--- config.mk ---
export PLATFORM = sky130hd
export DESIGN_NAME = pattern_fill_engine
export DESIGN_NICKNAME = d
export VERILOG_FILES = /design/src/rtl/pf_pkg.sv /design/src/rtl/pf_chunk_hash.sv /design/src/rtl/pf_word_gen.sv /design/src/rtl/pf_ctrl.sv /design/src/rtl/pattern_fill_engine.sv
export SDC_FILE = /design/constraint.sdc
export NUM_CORES = 1
export LEC_CHECK = 0
export ABC_AREA = 1
export BUFFER_PORTS_ARGS = -buffer_cell sky130_fd_sc_hd__buf_2
export CAP_MARGIN = 20
export CORE_AREA = 2 2 252 254
export DETAILED_ROUTE_END_ITERATION = 6
export DIE_AREA = 0 0 254 256
export PLACE_DENSITY = 0.53
export SLEW_MARGIN = 5
export SYNTH_ARGS = -nofsm -noshare
export SYNTH_HDL_FRONTEND = slang
export SYNTH_HIERARCHICAL = 1
export SYNTH_SLANG_ARGS = --single-unit
export TNS_END_PERCENT = 5
--- constraint.sdc ---
create_clock -name clk -period 21 [get_ports clk]
set_input_delay 2.1 -clock clk [delete_from_list [all_inputs] [get_ports clk]]
set_output_delay 2.1 -clock clk [all_outputs]
set_load 0.01 [all_outputs]
--- src/rtl/pf_pkg.sv ---
package pf_pkg;
    localparam int unsigned CHUNK_W  = 32;
    localparam logic [31:0] HASH_MUL = 32'h3141_5979;
    localparam logic [31:0] HASH_ADD = 32'h0000_0001;

    typedef enum logic [1:0] {
        ST_IDLE,
        ST_ISSUE,
        ST_WRITE,
        ST_FINISHED
    } pf_state_e;
endpackage

--- src/rtl/pf_chunk_hash.sv ---
module pf_chunk_hash
    import pf_pkg::*;
(
    input  logic [CHUNK_W-1:0] sub_seed,
    input  logic               scramble,
    output logic [CHUNK_W-1:0] chunk
);
    logic [CHUNK_W-1:0] hashed;

    always_comb begin
        hashed = sub_seed * HASH_MUL + HASH_ADD;
        chunk  = scramble ? hashed : sub_seed;
    end
endmodule

--- src/rtl/pf_word_gen.sv ---
module pf_word_gen
    import pf_pkg::*;
#(
    parameter int unsigned DATA_W = 64
) (
    input  logic [CHUNK_W-1:0] seed,
    input  logic               scramble,
    output logic [DATA_W-1:0]  word
);
    localparam int unsigned NCHUNK = DATA_W / CHUNK_W;

    for (genvar i = 0; i < NCHUNK; i++) begin : g_chunk
        logic [CHUNK_W-1:0] sub_seed;
        logic [CHUNK_W-1:0] chunk;

        assign sub_seed = seed * CHUNK_W'(NCHUNK) + CHUNK_W'(i);

        pf_chunk_hash u_hash (
            .sub_seed (sub_seed),
            .scramble (scramble),
            .chunk    (chunk)
        );

        assign word[DATA_W-1-CHUNK_W*i -: CHUNK_W] = chunk;
    end
endmodule

--- src/rtl/pf_ctrl.sv ---
module pf_ctrl
    import pf_pkg::*;
#(
    parameter int unsigned ADDR_W = 16,
    parameter int unsigned LEN_W  = 12
) (
    input  logic              clk,
    input  logic              rst,
    input  logic              start,
    input  logic [ADDR_W-1:0] base_in,
    input  logic [LEN_W-1:0]  count_in,
    input  logic              scramble_in,
    input  logic              cmd_ready,
    input  logic              wd_ready,
    output logic              cmd_valid,
    output logic              cmd_we,
    output logic [ADDR_W-1:0] cmd_addr,
    output logic              wd_valid,
    output logic              done,
    output logic [LEN_W-1:0]  word_idx,
    output logic              scramble_q
);
    pf_state_e         state, nxt;
    logic [ADDR_W-1:0] base_q;
    logic [LEN_W-1:0]  count_q;
    logic [LEN_W-1:0]  idx_inc;
    logic              accept;
    logic              last_word;

    assign idx_inc   = word_idx + LEN_W'(1);
    assign last_word = (idx_inc == count_q);
    assign accept    = start && (state == ST_IDLE || state == ST_FINISHED);

    // state register
    always_ff @(posedge clk) begin
        if (rst) state <= ST_IDLE;
        else     state <= nxt;
    end

    // transitions
    always_comb begin
        nxt = state;
        unique case (state)
            ST_IDLE, ST_FINISHED: if (start) nxt = (count_in == '0) ? ST_FINISHED : ST_ISSUE;
            ST_ISSUE:             if (cmd_ready) nxt = ST_WRITE;
            ST_WRITE:             if (wd_ready) nxt = last_word ? ST_FINISHED : ST_ISSUE;
            default:              nxt = ST_IDLE;
        endcase
    end

    // run registers
    always_ff @(posedge clk) begin
        if (rst) begin
            base_q     <= '0;
            count_q    <= '0;
            scramble_q <= 1'b0;
            word_idx   <= '0;
        end else if (accept) begin
            base_q     <= base_in;
            count_q    <= count_in;
            scramble_q <= scramble_in;
            word_idx   <= '0;
        end else if (state == ST_WRITE && wd_ready) begin
            word_idx   <= idx_inc;
        end
    end

    // outputs
    always_comb begin
        cmd_valid = 1'b0;
        cmd_we    = 1'b0;
        wd_valid  = 1'b0;
        done      = 1'b0;
        cmd_addr  = base_q + ADDR_W'(word_idx);
        unique case (state)
            ST_IDLE:     ;
            ST_ISSUE:    begin cmd_valid = 1'b1; cmd_we = 1'b1; end
            ST_WRITE:    wd_valid = 1'b1;
            ST_FINISHED: done = 1'b1;
            default:     ;
        endcase
    end
endmodule

--- src/rtl/pattern_fill_engine.sv ---
module pattern_fill_engine
    import pf_pkg::*;
#(
    parameter int unsigned DATA_W = 64,
    parameter int unsigned ADDR_W = 16,
    parameter int unsigned LEN_W  = 12
) (
    input  logic              clk,
    input  logic              rst,
    input  logic              start,
    input  logic [ADDR_W-1:0] base_in,
    input  logic [LEN_W-1:0]  count_in,
    input  logic              scramble_in,
    output logic              cmd_valid,
    input  logic              cmd_ready,
    output logic              cmd_we,
    output logic [ADDR_W-1:0] cmd_addr,
    output logic              wd_valid,
    input  logic              wd_ready,
    output logic [DATA_W-1:0] wd_data,
    output logic              done
);
    logic [LEN_W-1:0]   word_idx;
    logic               scramble_q;
    logic [CHUNK_W-1:0] seed;

    assign seed = CHUNK_W'(word_idx);

    pf_ctrl #(.ADDR_W(ADDR_W), .LEN_W(LEN_W)) u_ctrl (
        .clk         (clk),
        .rst         (rst),
        .start       (start),
        .base_in     (base_in),
        .count_in    (count_in),
        .scramble_in (scramble_in),
        .cmd_ready   (cmd_ready),
        .wd_ready    (wd_ready),
        .cmd_valid   (cmd_valid),
        .cmd_we      (cmd_we),
        .cmd_addr    (cmd_addr),
        .wd_valid    (wd_valid),
        .done        (done),
        .word_idx    (word_idx),
        .scramble_q  (scramble_q)
    );

    pf_word_gen #(.DATA_W(DATA_W)) u_word (
        .seed     (seed),
        .scramble (scramble_q),
        .word     (wd_data)
    );
endmodule

==> out/summary.log <==
[logic_synthesis] cells taking the most area after synthesis fa_1 (34%), ha_1 (23%), inv_1 (12%), nand2_1 (7.1%), dfxtp_1 (4.1%)
[logic_synthesis] synthesis-stage register bit count 43
[logic_synthesis] mean instance size in the synthesized netlist 8.061 µm²
[logic_synthesis] top cell types by occurrence after synthesis inv_1 (664), nand2_1 (396), ha_1 (389)
[logic_synthesis] fraction of synthesis flops using an asynchronous set or reset pin 0
[route] DR vias/cell 4.463
[cts] clock root buffer master clkbuf_16
[logic_synthesis] number of flops mapped to enable cells by yosys 0
[timing] highest achievable clock rate 108.7 MHz
[global_routing] global-route usage over all layers 0.1842
[route] detailed-route DRC error count 0
[route] detailed router's first-iteration violation count 838
[worst_setup_path] Critical Path End Type output pin
[place] post-placement cell count 3727
[floorplanning] vertical die dimension 256 µm
[route] highest metal layer used by the detailed router met5
[route] Detail Route met3 WL 2.055 mm
[place] final weighted congestion in routability-driven placement 0.9118
[logic_synthesis] predominant post-synthesis flop cell dfxtp_1
[cts] count of clock tree sinks 43
[floorplanning] core footprint 62390 µm²
[worst_setup_path] crit path kind flip-flop to output pin
[cts] post-cts resize count 0
[job] Max Cap Violations 0
[cts] clock tree from TritonCTS yes
[route] via count 16670
[finish] post-route core utilization 0.3751
[finish] number of nets in the final layout 3668
[finish] number of filler instances in the final layout 6679
[route] sum of routed wire length over all layers 58.17 mm
[worst_setup_path] biggest cell delay along the critical path 0.75 ns
[floorplanning] die outline area 65020 µm²
[timing] final total negative setup slack 0 ns
[timing] hold violation count in the final report 0
[logic_synthesis] Yosys top cell by area fa_1
[cts] CTS clock-pin slew for the worst setup and hold paths 0.06 ns
[hold_path] hold depth 2
[worst_setup_path] crit path launch type flip-flop
[place] Final HPWL DP 51.13 mm
[finish] fraction of layout instances using a drive strength above 1 0.06542
[timing] Post-Route Skew 0.006533 ns
[place] number of buffer cells added on primary ports 117
[cts] H-Tree Depth 2
[global_routing] number of global-route vias before repair 17055
[outcome] outcome complete, no violations
[hold_path] Tightest Hold Check Type flip-flop to flip-flop
[cts] count of hold buffers inserted by post-cts repair 0
[cts] clk buf depth 2
[logic_synthesis] Synth Cell Area 20930 µm²
[floorplanning] ports placed on the boundary 118
[global_routing] initial antenna violation count 1
[floorplanning] initial standard-cell utilization of the core 0.3355
[finish] combined area of the multi-input logic cells 18090 µm²
[logic_synthesis] number of distinct library cells after synthesis 50
[worst_setup_path] critical path required time 18.90 ns
[worst_setup_path] critical path cell sequence buf_4 -> inv_1 -> fa_1 -> inv_1 -> fa_1 -> fa_1 -> inv_1 -> fa_1 -> inv_1 -> fa_1 -> ha_1 -> fa_1 -> ha_1 -> ha_1 -> a21oi_1 -> nor2_1 -> nor2_1 -> nand2_1 -> nand2_1 -> nand3_1 -> or2_2 -> nand3_1 -> o21ai_0 -> buf_2
[timing] transition at the pin with the smallest max-transition slack 0.9894 ns
[worst_setup_path] most frequent cell on the critical path fa_1
[cts] number of buffers created by CTS 5
[floorplanning] Cell Rows 92
[timing] remaining max-slew budget at the tightest pin 0.3380
[finish] area growth from synthesis to layout 11.80%
[global_routing] maximum number of pins on one net before global-route repair 61
[route] first drt pass iteration count 5
[place] worst-case setup slack after placement 12.10 ns
[timing] final cycle utilization of the critical path 0.4380
[worst_setup_path] Critical Path Fanout Max 11
[floorplanning] x dimension of the die 254 µm
[global_routing] Remaining Overflow, GRT 0
[route] sum of routed wire segments on met1 27.45 mm
[worst_setup_path] Slowest-stage cell, CP dfxtp_1
[logic_synthesis] warning count from the yosys run 6
[logic_synthesis] post-synthesis cell count 2597
[worst_setup_path] data arrival at the endpoint of the critical path 7.10 ns
[timing] post-route setup slack 11.80 ns
[logic_synthesis] most common cell in the synthesized netlist inv_1
[global_routing] global-route wire length before repair 93.01 mm
[cts] post-CTS setup buffer count 0
[worst_setup_path] Worst Reg2Reg Path Length in Cells 8
[logic_synthesis] share of the yosys chip area belonging to registers 0.04112
[cts] clock latency on the worst-skew pair 0.29 ns
[logic_synthesis] Yosys top cell area share 0.3414
[timing] number of endpoints failing setup at the final stage 0
[route] met2 WL post-DR 27.73 mm
[finish] count of placed standard cells in the final layout, fillers left out 3735
[finish] number of antenna cells inserted 0
[timing] Slew Viols, Final 0
[route] Detail Route Antenna Nets 0
[route] wire length per cell 15.57 µm
[finish] Sequential Area 864.6 µm²
[timing] RSZ-0062 raised after global routing false
[timing] Min Clock Period, post-route 9.198 ns
==> cell usage in the layout (no fill, tap or decap), drive strengths merged <==
cell,instances
conb,181
o22ai,4
clkbuf,8
a21o,5
nand2b,2
and2,1
ha,389
dfxtp,43
nor4,5
o211ai,9
o31ai,2
nand3b,9
fa,357
a21oi,93
buf,131
nor3,21
xnor2,27
o2bb2ai,2
o21bai,13
nor2,160
clkinv,2
xor2,27
or2,19
nand4,27
inv,675
nand2,402
nand3,129
a221oi,2
a41oi,1
a21boi,2
a31oi,7
o21ai,133
o221ai,1
==> state kept, by name, summed over array words and instances, names as in the netlist <==
signal and count:
u_ctrl/base_q 16, u_ctrl/count_q 12, u_ctrl/state 2, u_ctrl/word_idx 12, u_ctrl/scramble_q 1
==> path summary, 6_finish.rpt <==
kind	from	slack (ns)	end
max	u_ctrl/word_idx[9]	11.80	wd_data[57]
min	u_ctrl/count_q[5]	0.47	u_ctrl/count_q[5]
max reg2reg	u_ctrl/state[0]	18.12	u_ctrl/word_idx[11]
min reg2reg	u_ctrl/count_q[5]	0.47	u_ctrl/count_q[5]
==> logic make-up (layout without fill, tap and decap cells) <==
family | after synthesis | after routing | synth area share
flip-flops | 43 | 43 | 0.04112
adder cells (fa/ha/maj) | 746 | 746 | 0.5739
other | 3 | 181 | 0.0005379
buffers and inverters | 702 | 816 | 0.1265
AO/OA/AOI/OAI | 274 | 274 | 0.07489
AND/OR/NAND/NOR | 775 | 775 | 0.1605
XOR/XNOR | 54 | 54 | 0.02259
==> final cells by class <==
class,instances,area share
multi-input cells,2030,0.7731
inverters,677,0.1086
well taps,846,0.04523
flip-flops and latches,43,0.03694
repair buffers,131,0.02951
clock buffers,8,0.006682
==> per-stage QoR <==
step	instance area [µm²]	hold slack (ns)
global route	23400	0.5011
global placement	23250	0.4604
detailed placement	23250	0.4656
CTS	23400	0.4747
floorplan	21600	0.4440
finish	23400	0.4738
==> metal layers <==
metal / vias to the layer above / global-route usage
met3: 49 / 0.01709
met5: - / 0
met1: 7854 / 0.2540
met4: 2 / 0.02892
li1: 8459 / -
met2: 306 / 0.3171
==> critical path: cells and delay by family (launching register included) <==
kind	cells	cell delay, ns
and+or+nand+nor	7	0.79
buffers and inverters	6	0.88
adders and majority gates	9	3.93
DFF	1	0.75
AOI/OAI and AO/OA	2	0.44
Power is not shown: default switching activity piles up to over one toggle a cycle in this logic, so the estimate is an artifact.
